<file path="src/rtl/bpair_pkg.sv">
package bpair_pkg;
   localparam int REG_AW = 4;
   localparam int STG_W  = 3;
   localparam int NSRC   = 2;

   typedef enum logic [2:0] {
      CL_ALU  = 3'd0,
      CL_LOAD = 3'd1,
      CL_B    = 3'd2,
      CL_BL   = 3'd3,
      CL_BX   = 3'd4
   } iclass_e;

   typedef struct packed {
      iclass_e                               cls;
      logic                                  cond;
      logic                                  set_fl;
      logic                                  rd_pc;
      logic                                  wr_pc;
      logic [NSRC-1:0]                       src_v;
      logic [NSRC-1:0][REG_AW-1:0]           src_r;
      logic [NSRC-1:0][STG_W-1:0]            src_s;
      logic                                  dst_v;
      logic [REG_AW-1:0]                     dst_r;
      logic [STG_W-1:0]                      dst_s;
   } idesc_t;

   localparam int DESC_W = $bits(idesc_t);
   localparam logic [REG_AW-1:0] PC_IDX = REG_AW'((1 << REG_AW) - 1);
endpackage

</file>
<file path="src/rtl/bpair_slot.sv">
module bpair_slot
   import bpair_pkg::*;
#(
   parameter int LOAD_BASE_CYC = 1,
   parameter int CYC_W         = 3,
   parameter int BR_RES_STG    = 4,
   parameter int BR_FLAG_STG   = 3,
   parameter int ALU_FLAG_STG  = 2
) (
   input  idesc_t             d_i,
   output logic               wpc_o,
   output logic [CYC_W-1:0]   cyc_o,
   output logic [STG_W-1:0]   res_o,
   output logic [STG_W-1:0]   fneed_o,
   output logic               imp_v_o,
   output logic [REG_AW-1:0]  imp_r_o,
   output logic [STG_W-1:0]   imp_s_o
);
   localparam logic [CYC_W-1:0] LD_BR_CYC = CYC_W'(LOAD_BASE_CYC + 1);

   logic class_br;

   always_comb begin
      class_br = (d_i.cls == CL_B) || (d_i.cls == CL_BL) || (d_i.cls == CL_BX);
      wpc_o    = class_br || d_i.wr_pc;
      if (!wpc_o)                 cyc_o = '0;
      else if (d_i.cls == CL_LOAD) cyc_o = LD_BR_CYC;
      else                        cyc_o = CYC_W'(1);
      res_o    = wpc_o ? STG_W'(BR_RES_STG) : '0;
      if (!d_i.cond)  fneed_o = '0;
      else if (wpc_o) fneed_o = STG_W'(BR_FLAG_STG);
      else            fneed_o = STG_W'(ALU_FLAG_STG);
      // predicated non-branch must see the old value of its own destination
      imp_v_o  = d_i.cond && !wpc_o && d_i.dst_v;
      imp_r_o  = d_i.dst_r;
      imp_s_o  = STG_W'(ALU_FLAG_STG);
   end

   always_comb begin
      if (d_i.cls == CL_LOAD && d_i.wr_pc)
         p_ld_branch_r1: assert (cyc_o > CYC_W'(1) || LOAD_BASE_CYC == 0)
            else $error("load branch must take an extra cycle");
   end
endmodule

</file>
<file path="src/rtl/bpair_hazard.sv">
module bpair_hazard
   import bpair_pkg::*;
#(
   parameter int FLAG_RDY_STG = 3
) (
   input  idesc_t             old_i,
   input  logic               old_wpc_i,
   input  idesc_t             yng_i,
   input  logic               yng_wpc_i,
   input  logic [STG_W-1:0]   yng_fneed_i,
   input  logic               imp_v_i,
   input  logic [REG_AW-1:0]  imp_r_i,
   input  logic [STG_W-1:0]   imp_s_i,
   output logic               pc_block_o,
   output logic [STG_W-1:0]   stall_o
);
   localparam int NS = NSRC + 1;

   logic [NS-1:0][STG_W-1:0] src_stall;
   logic [STG_W-1:0]         flag_stall;

   for (genvar i = 0; i < NS; i++) begin : g_src
      logic              sv;
      logic [REG_AW-1:0] sr;
      logic [STG_W-1:0]  ss;
      if (i < NSRC) begin : g_exp
         assign sv = yng_i.src_v[i];
         assign sr = yng_i.src_r[i];
         assign ss = yng_i.src_s[i];
      end else begin : g_imp
         assign sv = imp_v_i;
         assign sr = imp_r_i;
         assign ss = imp_s_i;
      end
      always_comb begin
         if (sv && old_i.dst_v && sr == old_i.dst_r && sr != PC_IDX
             && ss < old_i.dst_s)
            src_stall[i] = old_i.dst_s - ss;
         else
            src_stall[i] = '0;
      end
   end

   always_comb begin
      if (old_i.set_fl && yng_fneed_i != '0 && yng_fneed_i < STG_W'(FLAG_RDY_STG))
         flag_stall = STG_W'(FLAG_RDY_STG) - yng_fneed_i;
      else
         flag_stall = '0;
      stall_o = flag_stall;
      for (int k = 0; k < NS; k++)
         if (src_stall[k] > stall_o) stall_o = src_stall[k];
      pc_block_o = (old_wpc_i && yng_i.rd_pc) || (old_i.rd_pc && yng_wpc_i);
   end

   always_comb begin
      if (old_i.dst_v && old_i.dst_r == PC_IDX && !old_i.set_fl)
         p_pc_nofwd_r4: assert (stall_o == '0)
            else $error("PC destination produced a stall");
   end
endmodule

</file>
<file path="src/rtl/bpair_issue_check.sv">
module bpair_issue_check
   import bpair_pkg::*;
#(
   parameter int LOAD_BASE_CYC = 1,
   parameter int CYC_W         = 3,
   parameter int BR_RES_STG    = 4,
   parameter int BR_FLAG_STG   = 3,
   parameter int ALU_FLAG_STG  = 2,
   parameter int FLAG_RDY_STG  = 3
) (
   input  logic [DESC_W-1:0] old_desc,
   input  logic [DESC_W-1:0] yng_desc,
   output logic              pair_ok,
   output logic              pc_block,
   output logic [STG_W-1:0]  stall_cyc,
   output logic [CYC_W-1:0]  old_br_cyc,
   output logic [CYC_W-1:0]  yng_br_cyc,
   output logic [STG_W-1:0]  old_res_stg,
   output logic [STG_W-1:0]  yng_res_stg
);
   if (LOAD_BASE_CYC + 1 >= (1 << CYC_W)) begin : g_bad_cyc
      $error("CYC_W too narrow for LOAD_BASE_CYC");
   end
   if (BR_RES_STG >= (1 << STG_W) || FLAG_RDY_STG >= (1 << STG_W)) begin : g_bad_stg
      $error("stage parameter exceeds STG_W");
   end
   if (BR_FLAG_STG < FLAG_RDY_STG) begin : g_bad_flag
      $error("branch flag stage must not precede flag ready stage");
   end

   idesc_t                 sd    [2];
   logic                   wpc   [2];
   logic [CYC_W-1:0]       cyc   [2];
   logic [STG_W-1:0]       res   [2];
   logic [STG_W-1:0]       fneed [2];
   logic                   imp_v [2];
   logic [REG_AW-1:0]      imp_r [2];
   logic [STG_W-1:0]       imp_s [2];

   assign sd[0] = idesc_t'(old_desc);
   assign sd[1] = idesc_t'(yng_desc);

   for (genvar i = 0; i < 2; i++) begin : g_slot
      bpair_slot #(
         .LOAD_BASE_CYC (LOAD_BASE_CYC),
         .CYC_W         (CYC_W),
         .BR_RES_STG    (BR_RES_STG),
         .BR_FLAG_STG   (BR_FLAG_STG),
         .ALU_FLAG_STG  (ALU_FLAG_STG)
      ) u_slot (
         .d_i     (sd[i]),
         .wpc_o   (wpc[i]),
         .cyc_o   (cyc[i]),
         .res_o   (res[i]),
         .fneed_o (fneed[i]),
         .imp_v_o (imp_v[i]),
         .imp_r_o (imp_r[i]),
         .imp_s_o (imp_s[i])
      );
   end

   bpair_hazard #(.FLAG_RDY_STG(FLAG_RDY_STG)) u_haz (
      .old_i       (sd[0]),
      .old_wpc_i   (wpc[0]),
      .yng_i       (sd[1]),
      .yng_wpc_i   (wpc[1]),
      .yng_fneed_i (fneed[1]),
      .imp_v_i     (imp_v[1]),
      .imp_r_i     (imp_r[1]),
      .imp_s_i     (imp_s[1]),
      .pc_block_o  (pc_block),
      .stall_o     (stall_cyc)
   );

   assign pair_ok     = !pc_block && (stall_cyc == '0);
   assign old_br_cyc  = cyc[0];
   assign yng_br_cyc  = cyc[1];
   assign old_res_stg = res[0];
   assign yng_res_stg = res[1];

   always_comb begin
      p_cyc_res_r2: assert ((old_br_cyc != '0) == (old_res_stg == STG_W'(BR_RES_STG)))
         else $error("older cycle count and resolve stage disagree");
      if (sd[0].wr_pc && sd[1].rd_pc)
         p_pc_pair_r3: assert (!pair_ok) else $error("PC writer paired with reader");
      if (sd[0].set_fl && sd[1].cond && yng_res_stg == '0 && ALU_FLAG_STG < FLAG_RDY_STG)
         p_flag_early_r6: assert (!pair_ok && stall_cyc != '0)
            else $error("early flag reader paired with flag setter");
   end
endmodule

</file>
<file path="config.mk">
export PLATFORM = sky130hd
export DESIGN_NAME = bpair_issue_check
export DESIGN_NICKNAME = d
export VERILOG_FILES = /design/src/rtl/bpair_pkg.sv /design/src/rtl/bpair_slot.sv /design/src/rtl/bpair_hazard.sv /design/src/rtl/bpair_issue_check.sv
export SDC_FILE = /design/constraint.sdc
export NUM_CORES = 1
export LEC_CHECK = 0
export CORE_MARGIN = 1.5
export CORE_UTILIZATION = 33
export DETAILED_ROUTE_END_ITERATION = 16
export PLACE_DENSITY = 0.81
export SYNTH_ARGS = -nofsm -noshare
export SYNTH_HDL_FRONTEND = slang
export SYNTH_SLANG_ARGS = --single-unit
</file>
<file path="constraint.sdc">
create_clock -name vclk -period 7.7
set_input_delay 1.54 -clock vclk [all_inputs]
set_output_delay 1.54 -clock vclk [all_outputs]
set_load 0.005 [all_outputs]
</file>
==> results.ini, run 1 <==
[status]
status = finished, violations left
violations = setup timing

[floorplanning]
dieArea_um2 = 3600
initial_utilization_pct = 34.9
coreArea_um2 = 3080
pin_count = 79
die_w_um = 60.0
die_y_um = 60.0
rows = 20

[sta]
final.setup.tns_ns = -0.0913
clock.fmax_mhz = 128
rsz0062_at_grt = yes
tightest_slew_ns = 0.825
setup_violations = 1
hold_slack_ns = 3.70
post-route-min-period_ns = 7.79
fin_ws_ns = -0.0913
relSlewSlack_pct = 44.5
slew_viol_final = 0
period_share_pct = 101
finalHoldViolCount = 0

[synth]
yosys.area.top_type = ha_1
yosys-top-cells-area = ha_1, xnor2_1, buf_4
synth_cell_types = 49
yosysTopAreaCellShare_pct = 17.5
synth_area_um2 = 1070
avgSynthCellArea_um2 = 7.30
yosys_warnings = 0
yosysSeqAreaShare_pct = 0
synth_cells = 147

[routing]
wl_per_cell_um = 14.7
route.met2.wl_um = 2340
drtAntennaViolNets = 0
drc_errors = 0
wl_met1_um = 1540
drtIter0Drc = 13
wl_met3_um = 117
vias_per_cell = 5.10
routed.top_layer = met4
drt-pass1-iter-count = 4
routed_wirelength_um = 4150
vias = 1442

[final_layout]
clkbuf_count = 0
final.fill_count = 229
diodes = 0
syn2layout_area_growth_pct = 100
regArea_um2 = 0
seq_cell_count = 0
stdcell_count = 283
drive_above_1_share_pct = 41.0
layout.nets = 320

[power]
finalPower_uw = 127
power.density_nw_per_um2 = 59.2
power.leakage_nw = 0.938
ir_drop_v = 0.0000314

[critical_path]
worstSetupStartpoint = yng_desc[10]
slowest_stage = a221oi_1
critPathKind = input pin to output pin
slowest_delay_ns = 0.44
crit_family = compound AO/OA/AOI/OAI gates
cp_data_arrival_time_ns = 6.25
critPathLaunchType = input pin
critPathMaxFanout = 3
crit_buf_inv = 5
cp.required_ns = 6.16
crit_path_end_kind = output pin

[placed_design]
gp_congestion = 0.838
placedCellCount = 277
hpwlAfterDp_um = 3020
numPortBuffers = 52
dp_slack_ns = -1.04

[global_routing]
antenna_found_initial = 0
grt_pass1_vias = 1441
grt_pass1_wl_um = 5870
grt_max_degree = 7
overflow = 0
track_usage_pct = 20.8

[worst_hold_path]
worstHoldStart = old_desc[0]
hold_class = input pin to output pin

[flow_run]
maxCapViolations = 0

[stage by stage]
stage                     cell area (um2)  util [%]
after detailed placement             1890      61.5
final                                2150      69.8
after floorplan                      1100         -
after global routing                 2150      69.8
after global placement               1890      61.5
after CTS                            2020      65.5
[final timing paths]
kind	to	cells after the start	slack [ns]
max	pair_ok	28	-0.09
min	stall_cyc[2]	5	3.70
[where the power goes]
group          leakage (nW)  internal [mW]  switching (mW)  total [mW]
clock                     0              0               0           0
combinational         0.938         0.0718          0.0553       0.127
sequential                0              0               0           0
total                 0.938         0.0718          0.0553       0.127
[final cells by class]
cell class                 instances  area, um2  share of cell area, %
timing repair buffer              96        836                   38.9
inverter                          15       63.8                   2.97
multi-input combinational        128       1190                   55.5
tap                               44       55.1                   2.56
[cells in the final DEF (no fill, tap or decap), types with 5 or more instances in the layout]
master,synthesis,routed
buf_4,8,43
clkdlybuf4s50_1,0,32
inv_1,15,12
ha_1,15,9
xnor2_1,9,8
nor2_1,9,8
nand3_1,8,7
nand2_1,8,7
conb_1,2,7
dlygate4sd2_1,0,7
buf_6,0,6
nor2b_1,6,5
a21oi_1,7,5
ha_4,0,5
buf_2,1,5
[Yosys cell counts, types with 3 or more instances]
| cell | n |
|---|---|
| ha_1 | 15 |
| inv_1 | 15 |
| nor2_1 | 9 |
| xnor2_1 | 9 |
| buf_4 | 8 |
| nand2_1 | 8 |
| nand3_1 | 8 |
| a21oi_1 | 7 |
| o21ai_0 | 7 |
| nor2b_1 | 6 |
| a211oi_1 | 4 |
| xor2_1 | 4 |
| nand4_1 | 3 |
[what timing repair did]
item	CTS	global route
hold buffers	0	0
setup buffers	7	1
setup endpoints to repair	4	4
pin swaps	24	11
endpoints found under the hold margin	0	0
resized for setup	77	32
[routing by layer]
metal | vias up | GRT usage (%)
met5 | - | 0
met4 | 0 | 6.35
met3 | 14 | 1.30
met2 | 46 | 42.2
met1 | 675 | 22.2
li1 | 707 | -
[worst min-delay path: stages]
cell      delay (ns)
buf_6           0.10
nor2_1          0.15
a2111o_1        0.18
o21ai_1         0.07
buf_2           0.12
[cell families (layout without fill, tap and decap cells)]
family / Yosys count / count (layout) / synth area share [%]
other cells: 2 / 7 / 0.700
compound gates: 38 / 38 / 26.3
buf+inv: 24 / 111 / 11.3
fa+ha+maj: 17 / 17 / 21.2
simple gates: 53 / 53 / 29.8
xor+xnor: 13 / 13 / 10.6
(Power assumes the default switching activity.)
==> inputs of run 2 (changes only) <==
--- a/config.mk
+++ b/config.mk
@@ -5,7 +5,7 @@
 export SDC_FILE = /design/constraint.sdc
 export NUM_CORES = 1
 export LEC_CHECK = 0
-export CORE_MARGIN = 1.5
+export CORE_MARGIN = 2
 export CORE_UTILIZATION = 33
 export DETAILED_ROUTE_END_ITERATION = 16
 export PLACE_DENSITY = 0.81
==> run 2 against run 1 <==
Wire length is 3.6% lower. The run still ends with setup timing left. Combinational power down 5%. Non-clock buffer count rose by 5. Die area increased by 3.4%. Critical path depth is 3 lower. Maximum frequency up 0.44%. Highest routed layer unchanged. Final area down 0.70%. Flip-flop and latch count stayed put. First-iteration DRC count rose to 2.8 times the previous value. Via count increased by 1.0%. Count of clock-buffer cells in the layout is the same. Power down 5.0%.
==> results.ini, run 2 (same netlist as run 1, synthesis figures left out) <==
[routing]
route.met2.wl_um = 2200
wl_met1_um = 1560
drc_errors = 0
drtIter0Drc = 37
wl_met3_um = 189
vias_per_cell = 5.06
vias = 1457
wl_per_cell_um = 13.9
drtAntennaViolNets = 0
routed.top_layer = met4
routed_wirelength_um = 4000
drt-pass1-iter-count = 4

[worst_hold_path]
hold_class = input pin to output pin
worstHoldStart = old_desc[0]

[power]
ir_drop_v = 0.0000309
switching_share_pct = 43.1
p_seq_share_pct = 0
switchingPower_uw = 52.0
intPower_uw = 68.8
power.leakage_nw = 1.01
pwr-share-clk_pct = 0
comb_power_share_pct = 100.0
power.density_nw_per_um2 = 56.6
finalPower_uw = 121

[global_routing]
grt_pass1_wl_um = 5820
grt_max_degree = 7
overflow = 0
antenna_found_initial = 0
track_usage_pct = 20.1
grt_pass1_vias = 1338

[sta]
final.setup.tns_ns = -0.0863
relSlewSlack_pct = 59.5
finalHoldViolCount = 0
setup_violations = 2
fin_ws_ns = -0.0574
tightest_slew_ns = 0.601
clock.fmax_mhz = 129
period_share_pct = 101
slew_viol_final = 0
post-route-min-period_ns = 7.76
hold_slack_ns = 3.73
rsz0062_at_grt = yes

[final_layout]
final_cell_mix = buf_4, clkdlybuf4s50_1, inv_1, ha_1
seq_cell_count = 0
drive_above_1_share_pct = 42.2
regArea_um2 = 0
finalCoreUtilization_pct = 69.3
syn2layout_area_growth_pct = 98.6
final_area_um2 = 2130
diodes = 0
layout.nets = 325
clkbuf_count = 0
stdcell_count = 288
final_common_cell = buf_4

[cts]
cts_hold_buf = 0

[placed_design]
placedCellCount = 279
place_area_um2 = 1910
dp_slack_ns = -0.963
gp_congestion = 0.863
hpwlAfterDp_um = 2760
numPortBuffers = 52

[critical_path]
cp_data_arrival_time_ns = 6.22
critPathKind = input pin to output pin
critPathLaunchType = input pin
cp.required_ns = 6.16
critPathMaxFanout = 3
crit_path_end_kind = output pin
worstSetupStartpoint = old_desc[5]

[floorplanning]
die_w_um = 61.0
die_y_um = 61.0
rows = 20
pin_count = 79
coreArea_um2 = 3080
dieArea_um2 = 3730
initial_utilization_pct = 34.9

[status]
status = finished, violations left
violations = setup timing

[flow_run]
maxCapViolations = 0

run 2: cell count changes in the layout (fill, tap and decap cells not counted), moves of 2 or more:
cell and delta:
o21ai_0 +2, clkdlybuf4s50_1 -2, o21ai_4 -2, clkbuf_2 +3, dlygate4sd2_1 -7, inv_4 -3
dlymetal6s2s_1 +7, buf_4 +7, buf_2 +3, inv_2 +3, buf_6 -6
run 2: worst paths after layout:
kind | end | slack, ns | depth (start not counted)
setup / recovery | pair_ok | -0.06 | 25
hold / removal | stall_cyc[2] | 3.73 | 5
run 2: timing repair:
item | in CTS | in global routing
cloned | 0 | 0
pin swaps | 21 | 21
resized for setup | 59 | 40
endpoints found under the setup margin | 4 | 4
setup buffers | 6 | 3
run 2: power groups by stage:
stage / logic (mW) / clock network (mW) / registers, mW
2_1_floorplan: 0.0464 / 0 / 0
3_3_place_gp: 0.103 / 0 / 0
3_5_place_dp: 0.104 / 0 / 0
4_1_cts: 0.110 / 0 / 0
5_1_grt: 0.130 / 0 / 0
6_report: 0.121 / 0 / 0
run 2: cell type report:
| type | count | area (um2) |
|---|---|---|
| repair buffers | 101 | 856 |
| multi-input cells | 128 | 1160 |
| fillers | 213 | 946 |
| well taps | 44 | 55.1 |
| inverters | 15 | 56.3 |
run 2: layer usage:
metal  global-route usage [%]  up-vias
met5                        0        -
met1                     25.3      673
met3                    0.630        6
li1                         -      719
met4                     2.48        0
met2                     38.8       59
run 2: critical path: stages:
cell and delay, ns:
buf_8 0.10, xnor2_2 0.15, o2111ai_2 0.14, nor4_4 0.35, nand2_2 0.13, or2_1 0.24
ha_1 0.27, nand2_1 0.07, o21ai_2 0.07, or3b_4 0.40, a31o_4 0.22, nand2_2 0.08
ha_4 0.12, and3b_1 0.19, o21a_1 0.21, a211oi_2 0.23, a32oi_2 0.16, ha_1 0.34
a211oi_2 0.09, buf_4 0.14, or2_4 0.26, a2111o_1 0.43, nand2b_1 0.11, nor4_2 0.04
buf_2 0.12
